<file path="config.mk">
export PLATFORM = sky130hd
export DESIGN_NAME = pwm_match_timer
export DESIGN_NICKNAME = d
export VERILOG_FILES = /design/src/rtl/pwm_pkg.sv /design/src/rtl/pwm_regs.sv /design/src/rtl/pwm_counter.sv /design/src/rtl/pwm_channel.sv /design/src/rtl/pwm_match_timer.sv
export SDC_FILE = /design/constraint.sdc
export NUM_CORES = 1
export LEC_CHECK = 0
export BUFFER_PORTS_ARGS = -buffer_cell sky130_fd_sc_hd__buf_2
export CAP_MARGIN = 25
export CELL_PAD_IN_SITES_DETAIL_PLACEMENT = 1
export CELL_PAD_IN_SITES_GLOBAL_PLACEMENT = 1
export CORE_MARGIN = 1
export CORE_UTILIZATION = 50
export CTS_CLUSTER_SIZE = 14
export DETAILED_ROUTE_END_ITERATION = 6
export PLACE_DENSITY = 0.86
export SLEW_MARGIN = 20
export SYNTH_ARGS = -nofsm -noshare
export SYNTH_HDL_FRONTEND = slang
export SYNTH_SLANG_ARGS = --single-unit
</file>
<file path="constraint.sdc">
create_clock -name clk -period 7.75 [get_ports clk]
set_input_delay 0.775 -clock clk [delete_from_list [all_inputs] [get_ports clk]]
set_output_delay 0.775 -clock clk [all_outputs]
set_load 0.05 [all_outputs]
</file>
<file path="src/rtl/pwm_pkg.sv">
package pwm_pkg;
  localparam int unsigned NCH    = 4;
  localparam int unsigned CNT_W  = 32;
  localparam int unsigned ADDR_W = 3;
  localparam int unsigned A_EN   = NCH;
  localparam int unsigned A_EXT  = NCH + 1;
endpackage

</file>
<file path="src/rtl/pwm_regs.sv">
module pwm_regs #(
  parameter int unsigned W      = 32,
  parameter int unsigned NCH    = 4,
  parameter int unsigned ADDR_W = 3
) (
  input  logic              clk,
  input  logic              rst_n,
  input  logic              wr_en,
  input  logic [ADDR_W-1:0] wr_addr,
  input  logic [W-1:0]      wr_data,
  input  logic [ADDR_W-1:0] rd_addr,
  output logic [W-1:0]      rd_data,
  output logic [W-1:0]      cmp_q [NCH],
  output logic [NCH-1:0]    pwm_mode_q,
  output logic [NCH-1:0]    direct_q
);
  localparam int unsigned A_EN  = NCH;
  localparam int unsigned A_EXT = NCH + 1;

  for (genvar i = 0; i < NCH; i++) begin : g_cmp
    always_ff @(posedge clk) begin
      if (!rst_n)
        cmp_q[i] <= '0;
      else if (wr_en && wr_addr == ADDR_W'(i))
        cmp_q[i] <= wr_data;
    end
  end

  always_ff @(posedge clk) begin
    if (!rst_n) begin
      pwm_mode_q <= '0;
      direct_q   <= '0;
    end else if (wr_en) begin
      if (wr_addr == ADDR_W'(A_EN))  pwm_mode_q <= wr_data[NCH-1:0];
      if (wr_addr == ADDR_W'(A_EXT)) direct_q   <= wr_data[NCH-1:0];
    end
  end

  always_comb begin
    rd_data = '0;
    for (int i = 0; i < NCH; i++)
      if (rd_addr == ADDR_W'(i)) rd_data = cmp_q[i];
    if (rd_addr == ADDR_W'(A_EN))  rd_data[NCH-1:0] = pwm_mode_q;
    if (rd_addr == ADDR_W'(A_EXT)) rd_data[NCH-1:0] = direct_q;
  end
endmodule

</file>
<file path="src/rtl/pwm_counter.sv">
module pwm_counter #(
  parameter int unsigned W = 32
) (
  input  logic         clk,
  input  logic         rst_n,
  input  logic         tick_en,
  input  logic [W-1:0] period,
  output logic [W-1:0] cnt_q,
  output logic [W-1:0] cnt_next,
  output logic         cyc_start
);
  logic at_period;

  always_comb begin
    at_period = (cnt_q == period);
    cnt_next  = at_period ? '0 : cnt_q + W'(1);
    cyc_start = tick_en && (cnt_next == '0);
  end

  always_ff @(posedge clk) begin
    if (!rst_n)
      cnt_q <= '0;
    else if (tick_en)
      cnt_q <= cnt_next;
  end
endmodule

</file>
<file path="src/rtl/pwm_channel.sv">
module pwm_channel #(
  parameter int unsigned W = 32
) (
  input  logic         clk,
  input  logic         rst_n,
  input  logic         tick_en,
  input  logic         cyc_start,
  input  logic [W-1:0] cnt_next,
  input  logic [W-1:0] cmp,
  input  logic         pwm_mode,
  input  logic         direct,
  output logic         pin
);
  logic wave_q;
  logic cmp_zero;

  assign cmp_zero = (cmp == '0);

  always_ff @(posedge clk) begin
    if (!rst_n)
      wave_q <= 1'b0;
    else if (cyc_start)
      wave_q <= cmp_zero;
    else if (tick_en && cnt_next == cmp)
      wave_q <= 1'b1;
  end

  assign pin = pwm_mode ? wave_q : direct;
endmodule

</file>
<file path="src/rtl/pwm_match_timer.sv">
module pwm_match_timer #(
  parameter int unsigned PERIOD_CH = 3
) (
  input  logic                        clk,
  input  logic                        rst_n,
  input  logic                        tick_en,
  input  logic                        wr_en,
  input  logic [pwm_pkg::ADDR_W-1:0]  wr_addr,
  input  logic [pwm_pkg::CNT_W-1:0]   wr_data,
  input  logic [pwm_pkg::ADDR_W-1:0]  rd_addr,
  output logic [pwm_pkg::CNT_W-1:0]   rd_data,
  output logic [pwm_pkg::NCH-1:0]     match_out
);
  import pwm_pkg::*;

  logic [CNT_W-1:0] cmp_q [NCH];
  logic [NCH-1:0]   pwm_mode_q;
  logic [NCH-1:0]   direct_q;
  logic [CNT_W-1:0] cnt_q;
  logic [CNT_W-1:0] cnt_next;
  logic             cyc_start;

  pwm_regs #(.W(CNT_W), .NCH(NCH), .ADDR_W(ADDR_W)) u_regs (
    .clk(clk), .rst_n(rst_n), .wr_en(wr_en), .wr_addr(wr_addr),
    .wr_data(wr_data), .rd_addr(rd_addr), .rd_data(rd_data),
    .cmp_q(cmp_q), .pwm_mode_q(pwm_mode_q), .direct_q(direct_q)
  );

  pwm_counter #(.W(CNT_W)) u_cnt (
    .clk(clk), .rst_n(rst_n), .tick_en(tick_en), .period(cmp_q[PERIOD_CH]),
    .cnt_q(cnt_q), .cnt_next(cnt_next), .cyc_start(cyc_start)
  );

  for (genvar i = 0; i < NCH; i++) begin : g_ch
    pwm_channel #(.W(CNT_W)) u_ch (
      .clk(clk), .rst_n(rst_n), .tick_en(tick_en), .cyc_start(cyc_start),
      .cnt_next(cnt_next), .cmp(cmp_q[i]), .pwm_mode(pwm_mode_q[i]),
      .direct(direct_q[i]), .pin(match_out[i])
    );
  end
endmodule


</file>
**Yosys cells after proc, flatten, opt, wreduce, memory -nomap -nowiden**

Cells that the tools add are included.

- Register bits after elaboration: 172
- Latch bits: 0
- RAM bits: 0
- Bits in read-only memories: 0
- Input port bits: 42
- Memories kept: 0

- Add/sub/neg operators: 1
- Multipliers: 0
- Divide/modulo/power cells: 0
- Order comparisons: 0
- Equality and inequality tests: 15
- Shift-type cells: 0
- Multiplexer cells: 19
- Bitwise gates (word level): 0
- Reduce and logical (&&, ||, !) cells: 22

Operator list:

| kind | number |
|---|---|
| $eq 32x32->1 | 5 |
| $logic_not 32->1 | 5 |
| $mux 32 | 5 |
| $add 32x1->32 const B | 1 |
| $eq 3x2->1 const B | 4 |
| $eq 3x3->1 const B | 4 |
| $mux 1 | 12 |
| $logic_and 1x1->1 | 9 |
| $mux 4 | 2 |
| $reduce_bool 2->1 | 4 |
| $eq 3x1->1 const B | 2 |
| $logic_not 3->1 | 2 |
| $reduce_and 2->1 | 2 |

**Logic depth before layout (Yosys ltp)**

Gate-level depths: netlist of the first run.

- Depth in word-level cells: 7
- Gate-level depth with buffers: 13
- Gate-level depth less buffers: 10

**Cells and area by module**

From an unflattened synthesis of the first run, not the netlist that was laid out.

- Cell total of the unflattened synthesis: 1270
- Area, all modules: 11030.6 um2

By module, submodules not included:

| module | instances | cells each | area each (um2) |
|---|---|---|---|
| pwm_regs | 1 | 692 | 6234.7 |
| pwm_counter | 1 | 346 | 2813.9 |
| pwm_channel | 4 | 58 | 495.5 |

**Worst setup path after synthesis of the first run**

Ideal clock, no wire load.

- Path type: input port to output port
- Start point: input rd_addr[0] (netlist name)
- End point: output rd_data[2] (netlist name)
- Arrival time: 2672 ps
- Data required time: 6975 ps
- Slack: 4303 ps
- Stages: 5
- Buffers on the path: 2
- Cells stage by stage: clkbuf_1 -> buf_1 -> mux2i_1 -> o22a_1 -> o221ai_1

- Cells in the longest elaborated chain, start to end: 7
- Elaborated cells on any way between the ends: 12

Ends and longest elaborated chain:

| item | line | source |
|---|---|---|
| from (decl) | pwm_match_timer.sv:10 | `input logic [pwm_pkg::ADDR_W-1:0] rd_addr,` |
| $logic_not 3->1 | pwm_regs.sv:42 | `if (rd_addr == ADDR_W'(i)) rd_data = cmp_q[i];` |
| $mux 32 (4 in a row) | pwm_regs.sv:42 |  |
| $mux 4 | pwm_regs.sv:43 | `if (rd_addr == ADDR_W'(A_EN)) rd_data[NCH-1:0] = pwm_mode_q;` |
| $mux 4 * | pwm_regs.sv:44 | `if (rd_addr == ADDR_W'(A_EXT)) rd_data[NCH-1:0] = direct_q;` |
| to (decl) | pwm_match_timer.sv:11 | `output logic [pwm_pkg::CNT_W-1:0] rd_data,` |

Every way passes the cells marked *; elsewhere a longest branch is shown, timed or not.

**Final worst setup path of the first run**

- Start point: register u_cnt.cnt_q[1]
- End point: register g_ch[0].u_ch.wave_q

- Cells in the longest elaborated chain, start to end: 5
- Elaborated cells on any way between the ends: 9

Ends and longest elaborated chain:

| item | line | source |
|---|---|---|
| from (decl) | pwm_counter.sv:8 | `output logic [W-1:0] cnt_q,` |
| from (signal assigned) | pwm_counter.sv:24 | `cnt_q <= cnt_next;` |
| $add 32x1->32 or $eq 32x32->1 (tied branches) | pwm_counter.sv:16, pwm_counter.sv:15 |  |
| $mux 32 * | pwm_counter.sv:16 | `cnt_next = at_period ? '0 : cnt_q + W'(1);` |
| $eq 32x32->1 or $logic_not 32->1 (tied branches) | pwm_channel.sv:24, pwm_counter.sv:17 |  |
| $logic_and 1x1->1, on equally long branches | pwm_channel.sv:24, pwm_counter.sv:17 |  |
| $reduce_bool 2->1 (no source line) or $mux 1 (tied branches) | n/a |  |
| to (signal assigned) | pwm_channel.sv:23 | `wave_q <= cmp_zero;` |
| to (decl) | pwm_channel.sv:14 | `logic wave_q;` |

Marked as above.
A chain may end at the register's enable or synchronous reset.

==> qor.csv, run 1 <==
metric,value,unit
grt_start_max_net_pins,98,
route.detailed.drc,0,
synth.ff_latch_count,172,
post_detailed_routing_wire_length,59200,µm
setup-violations-final,0,
std_cell_rows,56,
non_filler_instance_count_after_layout,1895,
critPathMaxStageDelay,0.70,ns
mappedNetlistArea,0.01224,mm²
finClkSkew,0.02593,ns
fp.coreArea,0.02375,mm²
power_per_cell_area,173.4,mW/mm²
cts_tree,built,
synth.yosys.warnings,0,
cts.root.buffer_cell,sky130_fd_sc_hd__clkbuf_16,
groute.usage.overall,47.36,%
mostFrequentLayoutCell,sky130_fd_sc_hd__nand2_1,
post_cts_hold_buffer_count,0,
layout.cell_area.non_filler,0.01338,mm²
drive_gt1_share,12.31,%
chipWidth,158.5,µm
critical_path_at,4.73,ns
worstMarginPinSlew,1.074,ns
final_net_count,1607,
worstSkewPairLatency,0.46,ns
die-area,0.02512,mm²
leakagePower,0.004937,µW
timing_max_transition_violations_final,0,
pre_cts_ws,3.380,ns
fmax,230.4,MHz
run_status,"complete, no violations",
synth_enable_flop_cells,0,
clock_tree.buffer_depth,2,
grt-busiest-layer,met2,
cts_resized,0,
place.detailed.hpwl,43590,µm
irDropWorstVdd,0.1492,mV
grt.met1_usage,63.05,%
io_pins,78,
cp_cell_sequence,"ha_1, nand4_1, nor4_1, xor2_1, o21ai_0, xor2_1, nand4_1, or4_1, o41ai_2, a31o_1",
fin_setup_tns,0,ns
met3_capacity_usage_during_global_routing,11.40,%
end_kind,register,
period_share,56.01,%
final_critical_period,4.341,ns
vertical_die_dimension,158.5,µm
antenna_diodes,0,
critPathMaxFanout,9,
global_route.overflow_total,0,
clock_tree.htree_level_count,4,
max-slew-margin-rel,28.13,%
postSynthCellCount,1571,
gp_routability_congestion,1.063,
maxCapViolations,0,
grt_setup_unrepaired,false,
hold_path_class,register to register,
crit_type,register to register,
cts_inserted_buffers,17,
post_dp_cell_area,0.01272,mm²
via_per_inst,7.119,
place.detailed.instances,1861,
synth_fp_nets,1614,
critical_path_required,8.14,ns
grt_pass1_wl,85550,µm
worst_path_max_delay_cell,sky130_fd_sc_hd__nor4_1,
synth_sequential_area_ratio,28.12,%
top_reg_cell_synth,sky130_fd_sc_hd__dfxtp_1,
final_cell_mix,"sky130_fd_sc_hd__nand2_1 (308), sky130_fd_sc_hd__dfxtp_1 (172), sky130_fd_sc_hd__a21boi_0 (133), sky130_fd_sc_hd__buf_2 (76), sky130_fd_sc_hd__nor2_1 (73)",
post-cts-setup-buffers,0,
port_buffers,77,
met2_usage,70.41,%
num_vias,13490,
grt_pass1_vias,13015,
final.fill_count,2901,
fin_ws,3.409,ns
start_kind,register,
drt-wirelength-per-cell,31.24,µm
flow.area_growth_from_synthesis,9.268,%
initial_core_util,51.55,%
syn_avg_cell_area,7.794,µm²
clock_sinks,172,
clk_pin_slew,0.08,ns
first_pass_iteration_count_of_the_detailed_router,7,
number_of_hold_slack_violations_in_the_final_timing_report,0,
ys_async_sr_fraction,0,%
antenna_violations_before_repair,1,
drt_first_iter_violations,1808,
postRouteAntennaNets,0,
synth_cell_type_count,83,
[stage by stage]
stage	utilization (%)	total power [µW]	hold slack (ns)
after floorplan	-	1210	0.4730
after global placement	53.57	1370	0.4949
after detailed placement	53.57	1380	0.5106
after CTS	56.08	2283	0.5323
after global routing	56.33	2361	0.5742
final	56.33	2320	0.5344
[routing by layer]
metal  vias up  share of wire, %  routed length (µm)
met2       929                43               25370
met1      6680                40               23750
met3       202                12                6824
met5         -             0.027                  16
met4         2               5.5                3237
li1       5677                 -                   -
[worst max-delay path, delay by kind of cell (launching register included)]
kind / cells / cell delay (ns)
and+or+nand+nor: 4 / 1.62
xor gates and xnor gates: 2 / 1.01
AOI/OAI and AO/OA: 3 / 0.85
DFF: 1 / 0.46
adders and majority gates: 1 / 0.33
[kinds of logic (layout without fill, tap and decap cells)]
logic type | after synthesis | in the layout | synth area share (%)
AO/OA/AOI/OAI | 394 | 394 | 24.28
XOR/XNOR | 112 | 112 | 9.381
adder cells (fa/ha/maj) | 1 | 1 | 0.1022
buffers and inverters | 155 | 160 | 5.436
flip-flops | 172 | 172 | 28.12
multiplexers | 43 | 43 | 4.374
AND/OR/NAND/NOR | 694 | 694 | 28.31
[Yosys cell counts (all sizes together) (8+ instances only)]
cell / n / area (µm²)
or3: 14 / 92.59
mux2i: 31 / 310.3
o21a: 9 / 67.56
inv: 15 / 56.30
nor3: 36 / 205.2
xnor2: 30 / 262.8
nor2b: 42 / 262.8
nand3: 32 / 170.2
buf: 44 / 249.0
nor4b: 8 / 70.07
o22ai: 13 / 100.1
a221o: 20 / 200.2
o2111ai: 10 / 87.58
a22o: 23 / 201.4
nand3b: 10 / 75.07
a21boi: 134 / 1006
and4: 12 / 105.1
dfxtp: 172 / 3443
a21oi: 34 / 170.2
and2: 14 / 87.58
a211oi: 8 / 60.06
nand4: 34 / 219.0
nor2: 76 / 285.3
xnor3: 10 / 225.2
o32ai: 8 / 70.07
o21ai: 41 / 209.0
a22oi: 13 / 97.59
nand2: 308 / 1156
nand2b: 10 / 62.56
clkbuf: 95 / 356.6
mux4: 8 / 180.2
and3: 8 / 50.05
nor3b: 14 / 105.1
a31oi: 11 / 68.82
xor2: 70 / 613.1
o31ai: 8 / 73.82
nor4: 51 / 319.1
[report_power, final]
part           internal, µW  leakage [µW]  total, µW  switching, µW
Combinational           137       0.00326        443            306
Sequential              905       0.00139        951           46.7
Clock                   462      0.000285        926            464
[final cells by class]
type	instances	area [µm²]	share of cell area [%]
Multi-Input combinational cell	1244	8190	61.22
Inverter	16	60.06	0.4489
Sequential cell	172	3443	25.74
Clock buffer	17	425.4	3.180
Tap cell	319	399.1	2.983
Timing Repair Buffer	113	689.4	5.153
Clock inverter	14	171.4	1.281
[final timing paths]
| path | endpoint | start | slack (ns) | cells after the start |
|---|---|---|---|---|
| setup reg to reg | g_ch[0].u_ch.wave_q | u_cnt.cnt_q[1] | 3.41 | 10 |
| setup / recovery | g_ch[0].u_ch.wave_q | u_cnt.cnt_q[1] | 3.41 | 10 |
| hold / removal | u_regs.cmp_q[60] | u_regs.cmp_q[60] | 0.53 | 2 |
| hold reg to reg | u_regs.cmp_q[60] | u_regs.cmp_q[60] | 0.53 | 2 |
[registers in the layout, indices dropped and copies added, names as in the netlist]
name,count
g_ch.u_ch.wave_q,4
u_cnt.cnt_q,32
u_regs.direct_q,4
u_regs.pwm_mode_q,4
u_regs.cmp_q,128
Note: power is estimated with default switching activity, not from simulation.
==> run 2: changes to the inputs <==
- CORE_UTILIZATION: 50 -> 42
- PLACE_DENSITY: 0.86 -> 0.77
- clock period: 7.75 -> 3.84 ns (I/O delays scaled with it)
==> qor.csv, run 2 (synthesis gave the netlist of run 1 again) <==
metric,value,unit,change
reg.largest.list,"u_regs.cmp_q: 128 flops, u_cnt.cnt_q: 32 flops",,
clk_pin_slew,0.09,ns,about the same
initial_core_util,42.66,%,-8.9 points
setup-violations-final,0,,unchanged
max-slew-margin-rel,35.75,%,+7.6 points
worstMarginPinSlew,0.9517,ns,-0.1227 ns
hold_path_class,input pin to register,,
port_buffers,77,,unchanged
clock_tree.htree_level_count,4,,unchanged
number_of_hold_slack_violations_in_the_final_timing_report,0,,unchanged
final_cell_mix,"sky130_fd_sc_hd__nand2_1 (308), sky130_fd_sc_hd__dfxtp_1 (171), sky130_fd_sc_hd__a21boi_0 (132), sky130_fd_sc_hd__buf_4 (117), sky130_fd_sc_hd__buf_2 (76)",,
finClkSkew,0.01973,ns,-0.006200 ns
place.detailed.hpwl,49040,µm,+12%
postRouteAntennaNets,0,,unchanged
finalPower,4860,µW,+110%
irDropWorstVdd,0.3552,mV,+140%
post_cts_hold_buffer_count,0,,unchanged
final_core_util,49.28,%,-7.0 points
io_pins,78,,unchanged
end_kind,register,,
number_of_cells_on_the_worst_reg_to_reg_path,9,,-1
cts.root.buffer_cell,sky130_fd_sc_hd__clkbuf_16,,
hold_path_end,u_regs.cmp_q[82],,
post_detailed_routing_wire_length,65000,µm,+9.8%
flow.area_growth_from_synthesis,15.52,%,
number_of_cells_on_the_worst_hold_path,3,,+1
maxCapViolations,0,,unchanged
pre_cts_ws,0.1405,ns,-3.239 ns
first_pass_iteration_count_of_the_detailed_router,5,,-2
fp.coreArea,0.02870,mm²,+21%
period_share,96.11,%,+40 points
die-area,0.02984,mm²,+19%
r2r_start,u_cnt.cnt_q[10],,
critical_path_required,4.26,ns,-3.88 ns
cts_tree,built,,
power_per_cell_area,343.6,mW/mm²,+98%
num_vias,13809,,+2.4%
place.detailed.instances,2011,,+8.1%
run_status,"complete, no violations",,
grt_setup_unrepaired,false,,
worstReg2RegEnd,g_ch[2].u_ch.wave_q,,
leakagePower,0.005399,µW,+9.3%
critical_path_at,4.11,ns,-0.62 ns
max_reg_flops,128,,unchanged
timing_max_transition_violations_final,0,,unchanged
grt_pass1_vias,13351,,+2.6%
mostFrequentLayoutCell,sky130_fd_sc_hd__nand2_1,,
r2r_slack,0.15,ns,-3.26 ns
drive_gt1_share,17.03,%,+4.7 points
route.detailed.drc,0,,unchanged
critPathMaxFanout,22,,+13
fmax,271.0,MHz,+18%
min-delay-start,wr_data[18],,
final_critical_period,3.691,ns,-0.6505 ns
antenna_violations_before_repair,0,,-1
crit_type,register to register,,
gp_routability_congestion,1.044,,-1.8%
cts_inserted_buffers,17,,unchanged
std_cell_rows,62,,+11%
start_kind,register,,
grt_start_max_net_pins,80,,-18%
groute.usage.overall,43.42,%,-3.9 points
clock_tree.buffer_depth,2,,unchanged
worstSkewPairLatency,0.48,ns,+0.02 ns
antenna_diodes,0,,unchanged
drt_first_iter_violations,1981,,+9.6%
grt_pass1_wl,94090,µm,+10%
clock_sinks,172,,unchanged
vertical_die_dimension,172.7,µm,+9.0%
chipWidth,172.7,µm,+9.0%
drt-wirelength-per-cell,31.77,µm,+1.7%
final_net_count,1692,,+5.3%
fin_setup_tns,0,ns,unchanged
top_register,u_regs.cmp_q,,
fin_ws,0.1494,ns,-3.260 ns
global_route.overflow_total,0,,unchanged
final.fill_count,3520,,+21%
non_filler_instance_count_after_layout,2046,,+8.0%
via_per_inst,6.749,,-5.2%
-- run 2: cell count changes in the layout (fill, tap and decap cells not counted), sizes merged --
cell      previous run  this run
buf                113       198
clkinv               5         4
bufinv               1         2
clkinvlp             2         1
inv                 22        23
clkbuf              17        18
-- run 2: area by class of cell --
class	instances	area, µm²	area share [%]
multi-input combinational	1244	8202	57.98
sequential	172	3445	24.35
timing repair buffer	198	1354	9.571
tap	384	480.5	3.397
clock buffer	18	429.2	3.034
clock inverter	14	175.2	1.238
inverter	16	60.06	0.4246
-- run 2: how the worst max path moves through the flow --
stage / start / endpoint / cells after the start
global placement: u_cnt.cnt_q[10] / g_ch[2].u_ch.wave_q / 9
floorplan: u_cnt.cnt_q[1] / g_ch[0].u_ch.wave_q / 10
global route: u_cnt.cnt_q[10] / g_ch[3].u_ch.wave_q / 11
CTS: u_cnt.cnt_q[1] / g_ch[0].u_ch.wave_q / 10
finish: u_cnt.cnt_q[10] / g_ch[2].u_ch.wave_q / 9
detailed placement: u_cnt.cnt_q[1] / g_ch[0].u_ch.wave_q / 10
-- run 2: layer usage --
layer | share of wire [%] | global-route usage (%) | up-vias
met3 | 11 | 10.71 | 147
li1 | - | - | 5850
met4 | 3.8 | 16.78 | 0
met1 | 42 | 60.62 | 6933
met2 | 43 | 64.06 | 879
met5 | 0 | 0 | -
-- run 2: power by group --
group          switching, µW  total [µW]  internal, µW
clock network            902        1890           987
logic                    678        1050           374
registers               92.0        1920          1830
total                   1670        4860          3190
-- run 2: through the flow --
stage	area (µm²)	hold WS, ns
final	14140	0.1893
after global routing	14140	0.1900
after CTS	14100	0.1793
after detailed placement	13500	0.5166
after global placement	13480	0.4993
after floorplan	12240	0.4730
-- run 2: worst max-delay path, cell delays in order (launching register included) --
cell and delay [ns]:
sky130_fd_sc_hd__dfxtp_1 0.53, sky130_fd_sc_hd__nand3_2 0.24, sky130_fd_sc_hd__or3_4 0.58, sky130_fd_sc_hd__or4_1 0.62
sky130_fd_sc_hd__and2_1 0.30, sky130_fd_sc_hd__xnor2_1 0.16, sky130_fd_sc_hd__or3_1 0.36, sky130_fd_sc_hd__a2111oi_1 0.48
sky130_fd_sc_hd__a41oi_1 0.18, sky130_fd_sc_hd__a21oi_1 0.17
-- run 2: repair_timing --
| item | in CTS | in global routing |
|---|---|---|
| hold endpoints to repair | 0 | 0 |
| setup endpoints to repair | 0 | 4 |
| buffers inserted | 0 | 2 |
| resized for setup | 0 | 7 |
